$ cat src/rtl/vtim_irq_pkg.sv
package vtim_irq_pkg;

  // number of timing events handled by the block
  localparam int EVT_N = 6;

  // event positions inside the enable / status fields
  localparam int EV_TE  = 0;
  localparam int EV_VSR = 1;
  localparam int EV_VSF = 2;
  localparam int EV_DER = 3;
  localparam int EV_DEF = 4;
  localparam int EV_EOF = 5;

  // raw inputs fed to the edge finder
  localparam int SIG_TE = 0;
  localparam int SIG_VS = 1;
  localparam int SIG_DE = 2;
  localparam int SIG_N  = 3;

  typedef logic [EVT_N-1:0] evt_vec_t;

  // sticky flag update: set has priority over clear
  function automatic evt_vec_t flag_next(evt_vec_t cur, evt_vec_t hit,
                                         evt_vec_t en, evt_vec_t clr);
    return (cur & ~clr) | (hit & en);
  endfunction

  // end of frame: vsync rise after a completed de pulse
  function automatic logic frame_end(logic vs_rise, logic seen_de, logic de_fall);
    return vs_rise & (seen_de | de_fall);
  endfunction

  // pack enables and flags into the software word
  function automatic logic [31:0] pack_word(evt_vec_t en, evt_vec_t st, int half);
    logic [31:0] w;
    w = '0;
    for (int i = 0; i < EVT_N; i++) begin
      w[i]        = en[i];
      w[half + i] = st[i];
    end
    return w;
  endfunction

endpackage

$ cat src/rtl/vtim_edge_find.sv
module vtim_edge_find #(
  parameter int W = 3
) (
  input  logic         clk,
  input  logic         rst_n,
  input  logic [W-1:0] sig_in,
  output logic [W-1:0] rise,
  output logic [W-1:0] fall
);

  logic [W-1:0] prev_q;

  always_ff @(posedge clk or negedge rst_n) begin
    if (!rst_n) prev_q <= '0;
    else        prev_q <= sig_in;
  end

  for (genvar g = 0; g < W; g++) begin : g_edge
    assign rise[g] =  sig_in[g] & ~prev_q[g];
    assign fall[g] = ~sig_in[g] &  prev_q[g];
  end

endmodule

$ cat src/rtl/vtim_frame_end.sv
module vtim_frame_end
  import vtim_irq_pkg::*;
(
  input  logic clk,
  input  logic rst_n,
  input  logic vs_rise,
  input  logic de_fall,
  output logic eof_pulse
);

  logic seen_de_q;

  always_ff @(posedge clk or negedge rst_n) begin
    if (!rst_n)       seen_de_q <= 1'b0;
    else if (vs_rise) seen_de_q <= 1'b0;
    else if (de_fall) seen_de_q <= 1'b1;
  end

  assign eof_pulse = frame_end(vs_rise, seen_de_q, de_fall);

endmodule

$ cat src/rtl/vtim_irq_regs.sv
module vtim_irq_regs
  import vtim_irq_pkg::*;
#(
  parameter int REG_W = 32
) (
  input  logic             clk,
  input  logic             rst_n,
  input  logic             wr_en,
  input  evt_vec_t         en_wdata,
  input  evt_vec_t         clr_req,
  input  evt_vec_t         hit,
  output evt_vec_t         en_q,
  output evt_vec_t         stat_q,
  output logic             irq_q
);

  evt_vec_t stat_d;

  assign stat_d = flag_next(stat_q, hit, en_q, clr_req);

  always_ff @(posedge clk or negedge rst_n) begin
    if (!rst_n) begin
      en_q   <= '0;
      stat_q <= '0;
      irq_q  <= 1'b0;
    end else begin
      if (wr_en) en_q <= en_wdata;
      stat_q <= stat_d;
      irq_q  <= |stat_d;
    end
  end

endmodule

$ cat src/rtl/vtim_irq_ctrl.sv
module vtim_irq_ctrl
  import vtim_irq_pkg::*;
#(
  parameter int REG_W = 32
) (
  input  logic             clk,
  input  logic             rst_n,
  input  logic             vsync_in,
  input  logic             de_in,
  input  logic             te_in,
  input  logic             wr_en,
  input  logic [REG_W-1:0] wr_data,
  output logic [REG_W-1:0] rd_data,
  output logic             irq
);

  localparam int HALF_W = REG_W / 2;

  logic [SIG_N-1:0] raw_sig, sig_rise, sig_fall;
  evt_vec_t evt_hit;
  evt_vec_t clr_req;
  evt_vec_t en_wdata;
  evt_vec_t en_q, stat_q;
  logic     eof_pulse;
  logic     unused_bits;

  assign raw_sig[SIG_TE] = te_in;
  assign raw_sig[SIG_VS] = vsync_in;
  assign raw_sig[SIG_DE] = de_in;

  vtim_edge_find #(.W(SIG_N)) u_edge (
    .clk    (clk),
    .rst_n  (rst_n),
    .sig_in (raw_sig),
    .rise   (sig_rise),
    .fall   (sig_fall)
  );

  vtim_frame_end u_eof (
    .clk       (clk),
    .rst_n     (rst_n),
    .vs_rise   (sig_rise[SIG_VS]),
    .de_fall   (sig_fall[SIG_DE]),
    .eof_pulse (eof_pulse)
  );

  assign evt_hit[EV_TE]  = sig_rise[SIG_TE];
  assign evt_hit[EV_VSR] = sig_rise[SIG_VS];
  assign evt_hit[EV_VSF] = sig_fall[SIG_VS];
  assign evt_hit[EV_DER] = sig_rise[SIG_DE];
  assign evt_hit[EV_DEF] = sig_fall[SIG_DE];
  assign evt_hit[EV_EOF] = eof_pulse;

  for (genvar g = 0; g < EVT_N; g++) begin : g_field
    assign en_wdata[g] = wr_data[g];
    assign clr_req[g]  = wr_en & wr_data[HALF_W + g];
  end

  assign unused_bits = ^{wr_data[REG_W-1:HALF_W+EVT_N], wr_data[HALF_W-1:EVT_N],
                         sig_fall[SIG_TE]};

  vtim_irq_regs #(.REG_W(REG_W)) u_regs (
    .clk      (clk),
    .rst_n    (rst_n),
    .wr_en    (wr_en),
    .en_wdata (en_wdata),
    .clr_req  (clr_req),
    .hit      (evt_hit),
    .en_q     (en_q),
    .stat_q   (stat_q),
    .irq_q    (irq)
  );

  always_comb begin
    rd_data = '0;
    for (int i = 0; i < EVT_N; i++) begin
      rd_data[i]          = en_q[i];
      rd_data[HALF_W + i] = stat_q[i];
    end
  end

endmodule

$ cat config.mk
export PLATFORM = sky130hd
export DESIGN_NAME = vtim_irq_ctrl
export DESIGN_NICKNAME = d
export VERILOG_FILES = /design/src/rtl/vtim_irq_pkg.sv /design/src/rtl/vtim_edge_find.sv /design/src/rtl/vtim_frame_end.sv /design/src/rtl/vtim_irq_regs.sv /design/src/rtl/vtim_irq_ctrl.sv
export SDC_FILE = /design/constraint.sdc
export NUM_CORES = 1
export LEC_CHECK = 0
export ABC_AREA = 1
export CAP_MARGIN = 15
export CORE_MARGIN = 10
export CORE_UTILIZATION = 34
export DETAILED_ROUTE_END_ITERATION = 10
export GPL_TIMING_DRIVEN = 0
export PLACE_DENSITY = 0.84
export SLEW_MARGIN = 20
export SYNTH_ARGS = -nofsm -noshare
export SYNTH_HDL_FRONTEND = slang
export SYNTH_SLANG_ARGS = --single-unit
export TNS_END_PERCENT = 1
$ cat constraint.sdc
create_clock -name clk -period 1.45 [get_ports clk]
set_clock_uncertainty 0.1 [all_clocks]
set_input_delay 0.29 -clock clk [delete_from_list [all_inputs] [get_ports clk]]
set_output_delay 0.29 -clock clk [all_outputs]
set_load 0.02 [all_outputs]
==> flow_summary.yaml <==
floorplan:
  coreArea_sq_mm: 0.00243
  rows: 18
  die_h_um: 70.0
  ios: 71
  die_w_um: 70.0
  initial_core_util_pct: 34.9
  dieArea_sq_mm: 0.00489
setup_path:
  cp_top_family: "flip-flops"
  crit_type: "flip-flop to output port"
  path_cells: "dlygate4sd2_1"
  cp_max_fo: 2
  cp_data_required_time_ns: 1.06
  cp-start-kind: "flip-flop"
  slowest_delay_ns: 0.40
  cp_slowest_cell: "dfrtp_1"
  path_buf_inv: 1
  cp.arrival_ns: 1.00
  cp-end-kind: "output port"
clock_network:
  cts_tree: "built"
  cts.hold.buffers_added: 0
  worstSkewPairLatency_ns: 0.28
  clkTransAtPathRegs_ns: 0.10
  cts_buffers: 3
  ctsRootBufferMaster: "clkbuf_4"
  cts.sinks: 17
  cts_buffer_depth: 2
  cts_htree_levels: 1
pwr:
  peakVddDrop_mv: 0.512
  report.power.total_uw: 1160
  p_leak_uw: 0.000699
  p_sw_uw: 374
  combPwrFrac_pct: 31.3
  swShare_pct: 32.1
  p_int_uw: 790
  p_per_area_mw_per_mm2: 917
  pwr-share-clk_pct: 21.1
  power_frac_seq_pct: 47.6
logic_synthesis:
  post_synth.cell_area_avg_sq_um: 9.12
  ys_types: 12
  ys_ff_latch: 17
  yosys-top-cells-count: "22 x nand2_1, 20 x buf_4, 17 x dfrtp_1"
  netlist_top_cells_area: "dfrtp_1 50%, buf_4 18%, nand2_1 9.7%"
  yosysTopAreaCell: "dfrtp_1"
  yosysTopAreaCellShare_pct: 50.1
  yosysWarnings: 0
  netlist_area_sq_um: 848
  synthArstFlopShare_pct: 100
  synth_ff_type: "dfrtp_1"
  yosysMostFrequentCell: "nand2_1"
  synth-edff-count: 0
  ys_seq_area_share_pct: 50.1
  syn_inst: 93
sta:
  hold_viol: 0
  worst_hold_slack_ns: 0.333
  rsz0062_at_grt: "no"
  fmax_mhz: 718
  finalSetupViolCount: 0
  fin_crit_sh_pct: 96.1
  fin_ws_ns: 0.0569
  worst_pin_slew_ns: 0.733
  post-route-min-period_ns: 1.39
  drv_slew: 0
  max_slew_margin_pct: 51.0
placed_design:
  gp_congestion: 0.754
  dp.final_hpwl_um: 1730
  portBuffers: 30
  pre_cts_ws_ns: -0.180
  dpl.cell_count: 172
  dpl_cell_area_sq_mm: 0.00126
global_routing:
  gr-total-overflow: 0
  grt_usage_pct: 7.79
  grt_max_degree: 18
  grt_pass1_vias: 717
  grt_pass1_wl_um: 3240
  grt_antenna_before_repair: 0
cells_and_area:
  final_cell_area_sq_mm: 0.00127
  drive_gt1_share_pct: 24.7
  nNetsFinal: 185
  diodes: 0
  regArea_sq_um: 425
  fill_cells: 245
  multi_input_area_sq_um: 292
  area_delta_synth_final_pct: 49.7
  fin_cells: 176
route:
  ant_nets: 0
  wl_per_cell_um: 11.3
  routed_wl_um: 2000
  first_iter_violations: 8
  firstDrtPassIters: 3
  num_vias: 670
  vias_per_cell: 3.81
  remaining_drc_errors: 0
outcome:
  status: "complete, no violations"
flow_run:
  max_cap_viol_count: 0
hold_path:
  holdCritPathClass: "primary input to async pin"
## metrics by stage
stage | util [%] | setup TNS (ns)
5_1_grt | 52.2 | 0
2_1_floorplan | - | 0
4_1_cts | 52.2 | 0
3_5_place_dp | 51.7 | -0.886
6_report | 52.2 | 0
3_3_place_gp | 51.7 | -0.787
## area by class of cell
class,instances,share of cell area [%]
clock inverters,1,0.394
clock buffers,3,1.77
multi-input cells,63,23.0
plain buffers,21,12.7
inverters,11,3.25
repair buffers,30,22.5
flip-flops and latches,17,33.5
well taps,30,2.96
## state kept, by name, indices dropped and copies added, names as in the netlist
name,count
u_eof.seen_de_q,1
u_regs.stat_q,6
u_regs.en_q,6
u_regs.irq_q,1
u_edge.prev_q,3
## worst register-to-register path, delay by kind of cell, from the launching register on
kind	cells	cell delay [ns]
flip-flops	1	0.41
AND/OR/NAND/NOR	6	0.39
## repair_timing
item / in CTS / in global routing
setup buffers: 0 / 0
gates resized for setup: 13 / 6
setup endpoints to repair: 13 / 5
## per-layer routing
metal | track usage, % | up-vias | routed length (um)
li1 | - | 346 | -
met2 | 12.2 | 37 | 858
met4 | 1.32 | 0 | 0
met1 | 8.60 | 287 | 801
met3 | 5.37 | 0 | 338
met5 | 0 | - | 0
## path summary, 6_finish.rpt
kind,from,to,slack [ns],depth (start not counted)
setup / recovery,u_regs.stat_q[5],rd_data[21],0.06,1
hold / removal,rst_n,u_regs.stat_q[0],0.33,1
setup reg to reg,u_edge.prev_q[2],u_regs.irq_q,0.44,6
hold reg to reg,u_regs.stat_q[4],u_regs.stat_q[4],0.41,2
max in group asynchronous,rst_n,u_regs.en_q[4],0.46,1
min in group clk,te_in,u_edge.prev_q[0],0.37,1
## power groups by stage
stage	clock [uW]	sequential [uW]	combinational, uW
final	245	554	365
after detailed placement	0	566	396
after global routing	283	561	400
after floorplan	0	618	169
after global placement	0	562	391
after CTS	260	555	365
## cell usage in the layout (no fill, tap or decap)
cell type        instances
inv_1                   11
nor2_1                   4
and2_1                   1
clkbuf_2                 1
conb_1                  20
clkbuf_4                 3
dlygate4sd2_1            8
buf_4                   20
nand3_1                  4
dfrtp_1                 17
buf_6                    1
clkinv_2                 1
mux2_2                   4
o21ai_0                  2
clkdlybuf4s15_1          4
nand2_1                 22
clkdlybuf4s50_1         17
nand2_2                  6
## kinds of logic after synthesis
kind of cell,Yosys count,share of synthesized area (%)
simple gates,37,19.0
buf+inv,32,23.9
flops,17,50.1
mux,4,5.31
compound gates,2,1.18
other cells,1,0.442
Note: power is estimated with default switching activity, not from simulation.
